### src/rtl/mcPkg.sv
`timescale 1ns/1ps
package mcPkg;
  localparam int WORD_W  = 32;
  localparam int REG_NUM = 32;
  localparam int REG_AW  = $clog2(REG_NUM);
  localparam int IMM_W   = 16;
  localparam int FN_W    = 6;
  localparam logic [WORD_W-1:0] RESET_PC   = '0;
  localparam logic [WORD_W-1:0] HANDLER_PC = 32'h8000_0180;

  localparam logic [FN_W-1:0] FN_ADD = 6'h20;
  localparam logic [FN_W-1:0] FN_SUB = 6'h22;
  localparam logic [FN_W-1:0] FN_AND = 6'h24;
  localparam logic [FN_W-1:0] FN_OR  = 6'h25;
  localparam logic [FN_W-1:0] FN_SLT = 6'h2A;

  typedef enum logic [1:0] {
    SRCB_REG  = 2'b00,
    SRCB_FOUR = 2'b01,
    SRCB_IMM  = 2'b10,
    SRCB_IMM4 = 2'b11
  } srcB_e;

  typedef enum logic [1:0] {
    PCS_ALU    = 2'b00,
    PCS_ALUOUT = 2'b01,
    PCS_JUMP   = 2'b10,
    PCS_TRAP   = 2'b11
  } pcSrc_e;

  typedef enum logic [1:0] {
    AOP_ADD   = 2'b00,
    AOP_SUB   = 2'b01,
    AOP_FUNCT = 2'b10,
    AOP_RSVD  = 2'b11
  } aluOp_e;

  typedef enum logic [2:0] {
    FNC_ADD,
    FNC_SUB,
    FNC_AND,
    FNC_OR,
    FNC_SLT,
    FNC_NONE
  } aluFn_e;

  typedef struct packed {
    logic   pcWrite;
    logic   pcWriteCond;
    logic   iorD;
    logic   irWrite;
    logic   regDst;
    logic   memToReg;
    logic   regWrite;
    logic   aluSrcA;
    srcB_e  aluSrcB;
    aluOp_e aluOp;
    pcSrc_e pcSource;
    logic   epcWrite;
    logic   causeWrite;
    logic   intCause;
  } strobes_t;
endpackage

### src/rtl/mcAlu.sv
`timescale 1ns/1ps
module mcAlu
  import mcPkg::*;
(
  input  aluOp_e              op,
  input  logic [FN_W-1:0]     funct,
  input  logic [WORD_W-1:0]   a,
  input  logic [WORD_W-1:0]   b,
  output logic [WORD_W-1:0]   result,
  output logic                zero,
  output logic                overflow
);
  localparam int MSB = WORD_W - 1;

  aluFn_e fn;
  logic [WORD_W-1:0] sum;
  logic [WORD_W-1:0] diff;
  logic lessThan;
  logic ovfAdd;
  logic ovfSub;

  always_comb begin
    unique case (op)
      AOP_SUB: fn = FNC_SUB;
      AOP_FUNCT: begin
        unique case (funct)
          FN_ADD:  fn = FNC_ADD;
          FN_SUB:  fn = FNC_SUB;
          FN_AND:  fn = FNC_AND;
          FN_OR:   fn = FNC_OR;
          FN_SLT:  fn = FNC_SLT;
          default: fn = FNC_NONE;
        endcase
      end
      default: fn = FNC_ADD;
    endcase
  end

  assign sum      = a + b;
  assign diff     = a - b;
  assign lessThan = $signed(a) < $signed(b);
  assign ovfAdd   = (a[MSB] == b[MSB]) && (sum[MSB] != a[MSB]);
  assign ovfSub   = (a[MSB] != b[MSB]) && (diff[MSB] != a[MSB]);

  always_comb begin
    unique case (fn)
      FNC_ADD: result = sum;
      FNC_SUB: result = diff;
      FNC_AND: result = a & b;
      FNC_OR:  result = a | b;
      FNC_SLT: result = {{(WORD_W-1){1'b0}}, lessThan};
      default: result = '0;
    endcase
  end

  assign zero     = (result == '0);
  assign overflow = (op == AOP_FUNCT) &&
                    (((fn == FNC_ADD) && ovfAdd) || ((fn == FNC_SUB) && ovfSub));
endmodule

### src/rtl/mcRegFile.sv
`timescale 1ns/1ps
module mcRegFile
  import mcPkg::*;
(
  input  logic              clk,
  input  logic              rstN,
  input  logic [REG_AW-1:0] raddrA,
  input  logic [REG_AW-1:0] raddrB,
  input  logic [REG_AW-1:0] waddr,
  input  logic [WORD_W-1:0] wdata,
  input  logic              we,
  output logic [WORD_W-1:0] rdataA,
  output logic [WORD_W-1:0] rdataB
);
  logic [WORD_W-1:0] regQ [REG_NUM];

  for (genvar i = 0; i < REG_NUM; i++) begin : gReg
    if (i == 0) begin : gZero
      assign regQ[i] = '0;
    end else begin : gStore
      always_ff @(posedge clk or negedge rstN) begin
        if (!rstN) begin
          regQ[i] <= '0;
        end else if (we && (waddr == REG_AW'(i))) begin
          regQ[i] <= wdata;
        end
      end
    end
  end

  assign rdataA = regQ[raddrA];
  assign rdataB = regQ[raddrB];
endmodule

### src/rtl/mcDpCore.sv
`timescale 1ns/1ps
module mcDpCore
  import mcPkg::*;
(
  input  logic              clk,
  input  logic              rstN,
  input  strobes_t          s,
  input  logic [WORD_W-1:0] memRData,
  output logic [WORD_W-1:0] memAddr,
  output logic [WORD_W-1:0] memWData,
  output logic [FN_W-1:0]   opcode,
  output logic [FN_W-1:0]   funct,
  output logic              aluZero,
  output logic              aluOverflow,
  output logic [WORD_W-1:0] epcOut,
  output logic [WORD_W-1:0] causeOut
);
  logic [WORD_W-1:0] pcQ, irQ, mdrQ, aQ, bQ, aluOutQ, epcQ, causeQ;
  logic [WORD_W-1:0] rfA, rfB, rfWData;
  logic [REG_AW-1:0] rsF, rtF, rdF, rfWAddr;
  logic [WORD_W-1:0] immSext, immShift, opA, opB, aluRes, jumpTgt, pcNext;
  logic              pcLoad;

  // instruction fields
  assign rsF      = irQ[25:21];
  assign rtF      = irQ[20:16];
  assign rdF      = irQ[15:11];
  assign opcode   = irQ[31:26];
  assign funct    = irQ[FN_W-1:0];
  assign immSext  = {{(WORD_W-IMM_W){irQ[IMM_W-1]}}, irQ[IMM_W-1:0]};
  assign immShift = {immSext[WORD_W-3:0], 2'b00};
  assign jumpTgt  = {pcQ[WORD_W-1:WORD_W-4], irQ[25:0], 2'b00};

  // register file write port selection
  assign rfWAddr = s.regDst   ? rdF  : rtF;
  assign rfWData = s.memToReg ? mdrQ : aluOutQ;

  mcRegFile uRegs (
    .clk    (clk),
    .rstN   (rstN),
    .raddrA (rsF),
    .raddrB (rtF),
    .waddr  (rfWAddr),
    .wdata  (rfWData),
    .we     (s.regWrite),
    .rdataA (rfA),
    .rdataB (rfB)
  );

  // operand multiplexers
  assign opA = s.aluSrcA ? aQ : pcQ;
  always_comb begin
    unique case (s.aluSrcB)
      SRCB_REG:  opB = bQ;
      SRCB_FOUR: opB = WORD_W'(4);
      SRCB_IMM:  opB = immSext;
      default:   opB = immShift;
    endcase
  end

  mcAlu uAlu (
    .op       (s.aluOp),
    .funct    (funct),
    .a        (opA),
    .b        (opB),
    .result   (aluRes),
    .zero     (aluZero),
    .overflow (aluOverflow)
  );

  // next PC selection
  always_comb begin
    unique case (s.pcSource)
      PCS_ALU:    pcNext = aluRes;
      PCS_ALUOUT: pcNext = aluOutQ;
      PCS_JUMP:   pcNext = jumpTgt;
      default:    pcNext = HANDLER_PC;
    endcase
  end
  assign pcLoad = s.pcWrite || (s.pcWriteCond && aluZero);

  always_ff @(posedge clk or negedge rstN) begin
    if (!rstN) begin
      pcQ     <= RESET_PC;
      irQ     <= '0;
      mdrQ    <= '0;
      aQ      <= '0;
      bQ      <= '0;
      aluOutQ <= '0;
      epcQ    <= '0;
      causeQ  <= '0;
    end else begin
      mdrQ    <= memRData;
      aQ      <= rfA;
      bQ      <= rfB;
      aluOutQ <= aluRes;
      if (s.irWrite)    irQ    <= memRData;
      if (pcLoad)       pcQ    <= pcNext;
      if (s.epcWrite)   epcQ   <= aluRes;
      if (s.causeWrite) causeQ <= WORD_W'(s.intCause);
    end
  end

  assign memAddr  = s.iorD ? aluOutQ : pcQ;
  assign memWData = bQ;
  assign epcOut   = epcQ;
  assign causeOut = causeQ;

  AST_IR_HOLD: assert property (@(posedge clk) disable iff (!rstN)
    !s.irWrite |=> $stable(irQ));

  AST_OVF_SCOPE: assert property (@(posedge clk) disable iff (!rstN)
    aluOverflow |-> (s.aluOp == AOP_FUNCT) && ((funct == FN_ADD) || (funct == FN_SUB)));

  AST_A_ZERO_REG: assert property (@(posedge clk) disable iff (!rstN)
    (rsF == '0) |=> (aQ == '0));

  AST_B_ZERO_REG: assert property (@(posedge clk) disable iff (!rstN)
    (rtF == '0) |=> (bQ == '0));

  AST_PC_HOLD: assert property (@(posedge clk) disable iff (!rstN)
    !(s.pcWrite || (s.pcWriteCond && aluZero)) |=> $stable(pcQ));

  AST_TRAP_ENTRY: assert property (@(posedge clk) disable iff (!rstN)
    (s.pcWrite && (s.pcSource == PCS_TRAP)) |=> (pcQ == HANDLER_PC));

  AST_JUMP_REGION: assert property (@(posedge clk) disable iff (!rstN)
    (s.pcWrite && (s.pcSource == PCS_JUMP)) |=>
      (pcQ[WORD_W-1:WORD_W-4] == $past(pcQ[WORD_W-1:WORD_W-4])) && (pcQ[1:0] == 2'b00));

  AST_EPC_HOLD: assert property (@(posedge clk) disable iff (!rstN)
    !s.epcWrite |=> $stable(epcQ));

  AST_CAUSE_HOLD: assert property (@(posedge clk) disable iff (!rstN)
    !s.causeWrite |=> $stable(causeQ));
endmodule

### src/rtl/multiCycleDatapath.sv
`timescale 1ns/1ps
module multiCycleDatapath
  import mcPkg::*;
(
  input  logic              clk,
  input  logic              rstN,
  input  logic              pcWrite,
  input  logic              pcWriteCond,
  input  logic              iorD,
  input  logic              irWrite,
  input  logic              regDst,
  input  logic              memToReg,
  input  logic              regWrite,
  input  logic              aluSrcA,
  input  logic [1:0]        aluSrcB,
  input  logic [1:0]        aluOp,
  input  logic [1:0]        pcSource,
  input  logic              epcWrite,
  input  logic              causeWrite,
  input  logic              intCause,
  input  logic [WORD_W-1:0] memRData,
  output logic [WORD_W-1:0] memAddr,
  output logic [WORD_W-1:0] memWData,
  output logic [FN_W-1:0]   opcode,
  output logic [FN_W-1:0]   funct,
  output logic              aluZero,
  output logic              aluOverflow,
  output logic [WORD_W-1:0] epcOut,
  output logic [WORD_W-1:0] causeOut
);
  strobes_t strobes;

  always_comb begin
    strobes.pcWrite     = pcWrite;
    strobes.pcWriteCond = pcWriteCond;
    strobes.iorD        = iorD;
    strobes.irWrite     = irWrite;
    strobes.regDst      = regDst;
    strobes.memToReg    = memToReg;
    strobes.regWrite    = regWrite;
    strobes.aluSrcA     = aluSrcA;
    strobes.aluSrcB     = srcB_e'(aluSrcB);
    strobes.aluOp       = aluOp_e'(aluOp);
    strobes.pcSource    = pcSrc_e'(pcSource);
    strobes.epcWrite    = epcWrite;
    strobes.causeWrite  = causeWrite;
    strobes.intCause    = intCause;
  end

  mcDpCore uCore (
    .clk         (clk),
    .rstN        (rstN),
    .s           (strobes),
    .memRData    (memRData),
    .memAddr     (memAddr),
    .memWData    (memWData),
    .opcode      (opcode),
    .funct       (funct),
    .aluZero     (aluZero),
    .aluOverflow (aluOverflow),
    .epcOut      (epcOut),
    .causeOut    (causeOut)
  );
endmodule

### config.mk
export PLATFORM = sky130hd
export DESIGN_NAME = multiCycleDatapath
export DESIGN_NICKNAME = d
export VERILOG_FILES = /design/src/rtl/mcPkg.sv /design/src/rtl/mcAlu.sv /design/src/rtl/mcRegFile.sv /design/src/rtl/mcDpCore.sv /design/src/rtl/multiCycleDatapath.sv
export SDC_FILE = /design/constraint.sdc
export NUM_CORES = 2
export LEC_CHECK = 0
export CAP_MARGIN = 20
export CORE_MARGIN = 4
export CORE_UTILIZATION = 41
export CTS_CLUSTER_DIAMETER = 50
export DETAILED_ROUTE_END_ITERATION = 16
export DONT_BUFFER_PORTS = 1
export PLACE_DENSITY_LB_ADDON = 0.25
export REMOVE_ABC_BUFFERS = 1
export SYNTH_ARGS = -nofsm -noshare
export SYNTH_HDL_FRONTEND = slang
export SYNTH_SLANG_ARGS = --single-unit
### constraint.sdc
create_clock -name clk -period 8.4 [get_ports clk]
set_input_delay 2.1 -clock clk [delete_from_list [all_inputs] [get_ports clk]]
set_output_delay 2.1 -clock clk [all_outputs]
set_load 0.01 [all_outputs]
[Yosys cells after proc, flatten, opt, wreduce, memory -nomap -nowiden]
Index checks and enable logic that the tools add are counted.
Cells by class
  add/sub/neg operators: 2
  $lt $le $gt $ge: 3
  eq/ne operators: 50
  muxes and demuxes: 15
  bitwise logic cells: 5
  reductions and logical operators: 44
Operator list (count)
  $bmux 32 s5: 2
  $mux 32: 7
  $pmux 32 s3: 2
  $pmux 32 s5: 1
  $eq 5x5->1 const B: 16
  $eq 5x4->1 const B: 8
  $logic_and 1x1->1: 37
  $add 32x32->32: 1
  $and 32x32->32: 1
  $logic_not 32->1: 1
  $lt 32x32->1: 1
  $or 32x32->32: 1
  $sub 32x32->32: 1
  $eq 6x6->1 const B: 5
  $eq 5x3->1 const B: 4
  $pmux 3 s5: 1
  $ge 6x6->1 const B: 2
  $not 5->6: 2
  $eq 5x2->1 const B: 2
  $eq 2x1->1 const B: 3
  $eq 2x2->1 const B: 3
  $eq 3x2->1 const B: 2
  $pmux 3 s2: 1
  $eq 5x1->1 const B: 1
  other kinds (10): 14
Storage, ports and cells
  register bits: 1217
  input bits: 51
  output and inout bits: 142
  logic and storage cells: 159

[Logic depth before layout (Yosys ltp)]
  word-level depth: 9
  mapped depth: 21
  depth with buffers taken out: 17

[Modules after synthesis]
From an unflattened synthesis, not the netlist that was laid out.
Unflattened totals
  cell total of the unflattened synthesis: 5192
  area total of the unflattened synthesis: 68263.0 um^2
Modules (own cells, without submodules)
  mcRegFile: times used 1, cells an instance 3639, area each 53226.0 um^2, seq. area each 24823.8 um^2
  mcDpCore: times used 1, cells an instance 687, area each 9489.1 um^2, seq. area each 5630.4 um^2
  mcAlu: times used 1, cells an instance 866, area each 5547.8 um^2, seq. area each 0.0 um^2

[Least setup slack after synthesis]
Ideal clock, no wire load.
  kind: input -> output
  start point: in aluSrcA
  end point: out aluZero
  arrival: 5.924 ns
  path slack: 0.376 ns
  cell stages on the path: 16
  path buffers: 3
  cells stage by stage: clkbuf_1 > clkbuf_1 > mux2_2 > ha_1 > buf_2 > or4_1 > or2_1 > nor4_2 > o21ai_1 > and3_4 > a221oi_2 > o21ai_1 > or4b_1 > nor4_2 > nand4b_1 > nor2_1
On the way
  word-level cells in the longest chain between the ends: 4
Ends and longest elaborated chain
  start: declaration: RTL line multiCycleDatapath.sv:14  | input logic aluSrcA,
  $mux 32 *: RTL line mcDpCore.sv:51  | assign opA = s.aluSrcA ? aQ : pcQ;
  $sub 32x32->32, or another cell as far along: RTL line mcAlu.sv:40  | assign diff = a - b;
  $pmux 32 s5 *: RTL line mcAlu.sv:46  | unique case (fn)
  named net uCore.aluRes[22]: RTL line mcDpCore.sv:21  | logic [WORD_W-1:0] immSext, immShift, opA, opB, aluRes, jumpTgt, pcNext;
  $logic_not 32->1 *: RTL line mcAlu.sv:56  | assign zero = (result == '0);
  end: declaration: RTL line multiCycleDatapath.sv:26  | output logic aluZero,
The timed path passes the listed nets; every way through them passes the cells marked *.

[Worst setup path after layout]
  start point: in aluSrcA
  end point: out aluZero
On the way
  word-level cells in the longest chain between the ends: 4
Ends and longest elaborated chain (RTL line)
  $mux 32 *: mcDpCore.sv:51
  $sub 32x32->32, or another cell as far along: mcAlu.sv:40
  $pmux 32 s5 *: mcAlu.sv:46
  $logic_not 32->1 *: mcAlu.sv:56
Every way passes the cells marked *; elsewhere a longest branch is shown, timed or not.

==> flow_metrics.py <==
metrics = {
    "floorplanning": {
        "rows": 146,
        "fp.dieH_um": 408,
        "initial_utilization_pct": 41.3,
        "io_pins": 193,
        "die_w_um": 408,
        "die_area_um2": 167000,
        "coreArea_um2": 159000,
    },
    "worst_setup_path": {
        "critPathLaunchType": "input pin",
        "crit_fanout": 35,
        "r2r_end": "uCore.pcQ[28]",
        "crit_required_ns": 6.30,
        "rr_startpoint": "uCore.irQ[2]",
        "r2r_slack_ns": 2.45,
        "path_class": "in2out",
        "critPathArrivalTime_ns": 6.18,
        "rr_worst_depth": 22,
        "crit_path_end_kind": "output pin",
    },
    "synthesis": {
        "seq_area_frac_synth_pct": 46.4,
        "synthArstFlopShare_pct": 100,
        "synth_top_family_by_area": "multiplexers",
        "syn_avg_cell_area_um2": 11.2,
        "synthFlopType": "dfrtp_1",
        "syn_inst": 5863,
        "muxShareOfSynthArea_pct": 24.9,
        "synth_compound_area_share_pct": 13.5,
        "ys_seq_elements": 1217,
        "syn_area_um2": 65600,
        "yosys_warnings": 0,
        "synth_xor_xnor_area_share_pct": 0.0400,
        "synthAdderAreaFrac_pct": 2.18,
        "synth-edff-count": 0,
        "synth_cell_types": 95,
        "yosys.area_share.simple_pct": 8.58,
    },
    "detailed_routing": {
        "drt-pass1-iter-count": 6,
        "vias": 48754,
        "drc": 0,
        "final_antenna_net_count": 0,
        "viasPerCell": 6.14,
        "totalWireLength_um": 233000,
        "routedWlPerCell_um": 29.4,
        "drt_iter0_markers": 4840,
    },
    "timing": {
        "finalSetupViolations": 0,
        "max_freq_mhz": 121,
        "slew_headroom_pct": 18.5,
        "skew_ns": 0.0653,
        "period_share_pct": 98.6,
        "tightest_slew_ns": 1.22,
        "tns_ns": 0,
        "drv_slew": 0,
        "layout_setup_ws_ns": 0.115,
        "fin_crit_ns": 8.28,
        "holdWs_ns": 0.498,
        "hold_viol": 0,
    },
    "worst_hold_path": {
        "min_to": "uCore.uRegs.regQ[17]",
        "hold_path.class": "reg2reg",
        "min_from": "uCore.uRegs.regQ[17]",
        "hold_path_depth": 2,
    },
    "cells_and_area": {
        "finalCoreUtilization_pct": 46.7,
        "fill_cells": 14347,
        "fin_nets": 5885,
        "seqCellArea_um2": 30500,
        "final_common_cell": "dfrtp_1",
        "drive_gt1_share_pct": 25.4,
        "multiInputGateArea_um2": 33100,
        "synthToLayoutAreaGrowth_pct": 13.1,
        "final_cell_mix": "dfrtp_1, nor2_1, a21oi_1, mux4_2, buf_4",
    },
    "power": {
        "peakVddDrop_v": 0.000238,
        "power_frac_comb_pct": 37.1,
        "netSwitchingPower_mw": 10.4,
        "total_leakage_power_nw": 30.6,
        "sequentialPowerShare_pct": 38.9,
        "clock_power_share_pct": 24.0,
        "p_per_area_nw_per_um2": 383,
        "internal-power_mw": 18.1,
        "switching_share_pct": 36.5,
        "p_total_mw": 28.4,
    },
    "placed_design": {
        "gp_congestion": 0.968,
        "post-place-ws_ns": -0.0507,
        "numPortBuffers": 0,
        "hpwl_um": 146000,
    },
    "global_route": {
        "track_usage_pct": 27.9,
        "grt_max_degree": 274,
        "groute.layer.met1.usage_pct": 38.2,
        "antenna_found_initial": 17,
        "use_met2_pct": 42.6,
        "busiest_layer": "met2",
        "grt_overflow": 0,
        "grt_pass1_vias": 48331,
        "met3_usage_pct": 6.88,
        "grt_pass1_wl_um": 342000,
    },
    "clocking": {
        "root_buffer": "clkbuf_16",
        "cts_tree": "done",
        "clk_latency_ns": 0.83,
        "clk_pin_slew_worst_paths_ns": 0.06,
        "cts_made_buffers": 151,
        "cts_sinks": 1217,
        "htreeDepth": 4,
        "cts.path.max_buffers": 3,
    },
    "outcome": {
        "status": "finished clean",
    },
    "flow_run": {
        "drv_cap": 0,
    },
}
## registers in the layout (all words and copies together), names as in the netlist, 32 cells and up
signal / cells
uCore.epcOut: 32
uCore.irQ: 32
uCore.pcQ: 32
uCore.aQ: 32
uCore.mdrQ: 32
uCore.aluOutQ: 32
uCore.uRegs.regQ: 992
uCore.memWData: 32
## area by class of cell
class | count | area share [%]
Clock buffer | 192 | 5.65
Timing Repair Buffer | 261 | 3.03
Multi-Input combinational cell | 3970 | 44.6
Antenna cell | 24 | 0.0810
Clock inverter | 87 | 1.48
Inverter | 120 | 0.607
Tap cell | 2072 | 3.49
Sequential cell | 1217 | 41.1
## worst max-delay path by stage
stage	start	endpoint	slack [ns]	cells after the start
after floorplan	uCore.irQ[16]	uCore.uRegs.regQ[928]	-6.25	5
after global placement	aluSrcB[1]	aluZero	-0.03	19
after detailed placement	aluSrcB[1]	aluZero	-0.05	20
after CTS	aluSrcB[1]	aluZero	0.006	19
after global routing	aluSrcB[1]	aluZero	-0.01	19
final	aluSrcA	aluZero	0.12	18
## per-layer routing
layer  vias up  routed length (um)
met4         2               10600
li1      21052                   -
met5         -                  17
met2      2010              107000
met1     25232               96000
met3       458               19900
## cells by family after synthesis
kind of cell,after synthesis
and+or+nand+nor,1397
DFF,1217
other,1
buffers and inverters,706
adders and majority gates,113
xor gates and xnor gates,3
muxes,881
AOI/OAI and AO/OA,1545
## power by group through the flow
stage	clock, mW	combinational, mW	sequential (mW)
after detailed placement	0	10.3	11.1
after CTS	6.96	10.4	11.0
final	6.83	10.5	11.0
after floorplan	0	7.65	10.3
after global routing	7.20	11.5	11.4
after global placement	0	10.1	10.9
## critical path, stage by stage
cell	delay [ns]
mux2_2	0.25
inv_1	0.06
ha_2	0.19
fa_2	0.38
o21ba_1	0.20
or4_4	0.53
a211o_1	0.35
o211a_2	0.19
o311ai_4	0.25
a32oi_2	0.09
nor2_1	0.11
or4b_4	0.47
nor4_2	0.25
buf_4	0.17
nand4b_1	0.13
nor2_1	0.14
buf_4	0.14
buf_4	0.12
## synth_stat cells, types with 67 or more instances
| master | count | area share, % |
|---|---|---|
| a22o_1 | 67 | 0.89 |
| mux2i_1 | 68 | 1.0 |
| clkbuf_1 | 438 | 2.5 |
| nand2_1 | 128 | 0.73 |
| ha_1 | 111 | 2.1 |
| inv_1 | 120 | 0.69 |
| a21oi_1 | 1096 | 8.4 |
| buf_1 | 74 | 0.42 |
| o21ai_0 | 119 | 0.91 |
| mux4_2 | 576 | 20 |
| mux2_2 | 237 | 4.1 |
| dfrtp_1 | 1217 | 46 |
| nor2_1 | 1134 | 6.5 |
## through the flow
step,std cells,cell area (um^2)
after CTS,7909,73800
after global routing,7929,74200
after floorplan,5307,63300
after global placement,7626,68400
after detailed placement,7629,68500
final,7943,74200
## repair_timing
item	4_1_cts	5_1_grt
resized for setup	4	46
setup buffers	2	5
hold buffers	0	0
setup endpoints to repair	1	1
pin swaps	4	16
Power figures use the tool's default switching activity.
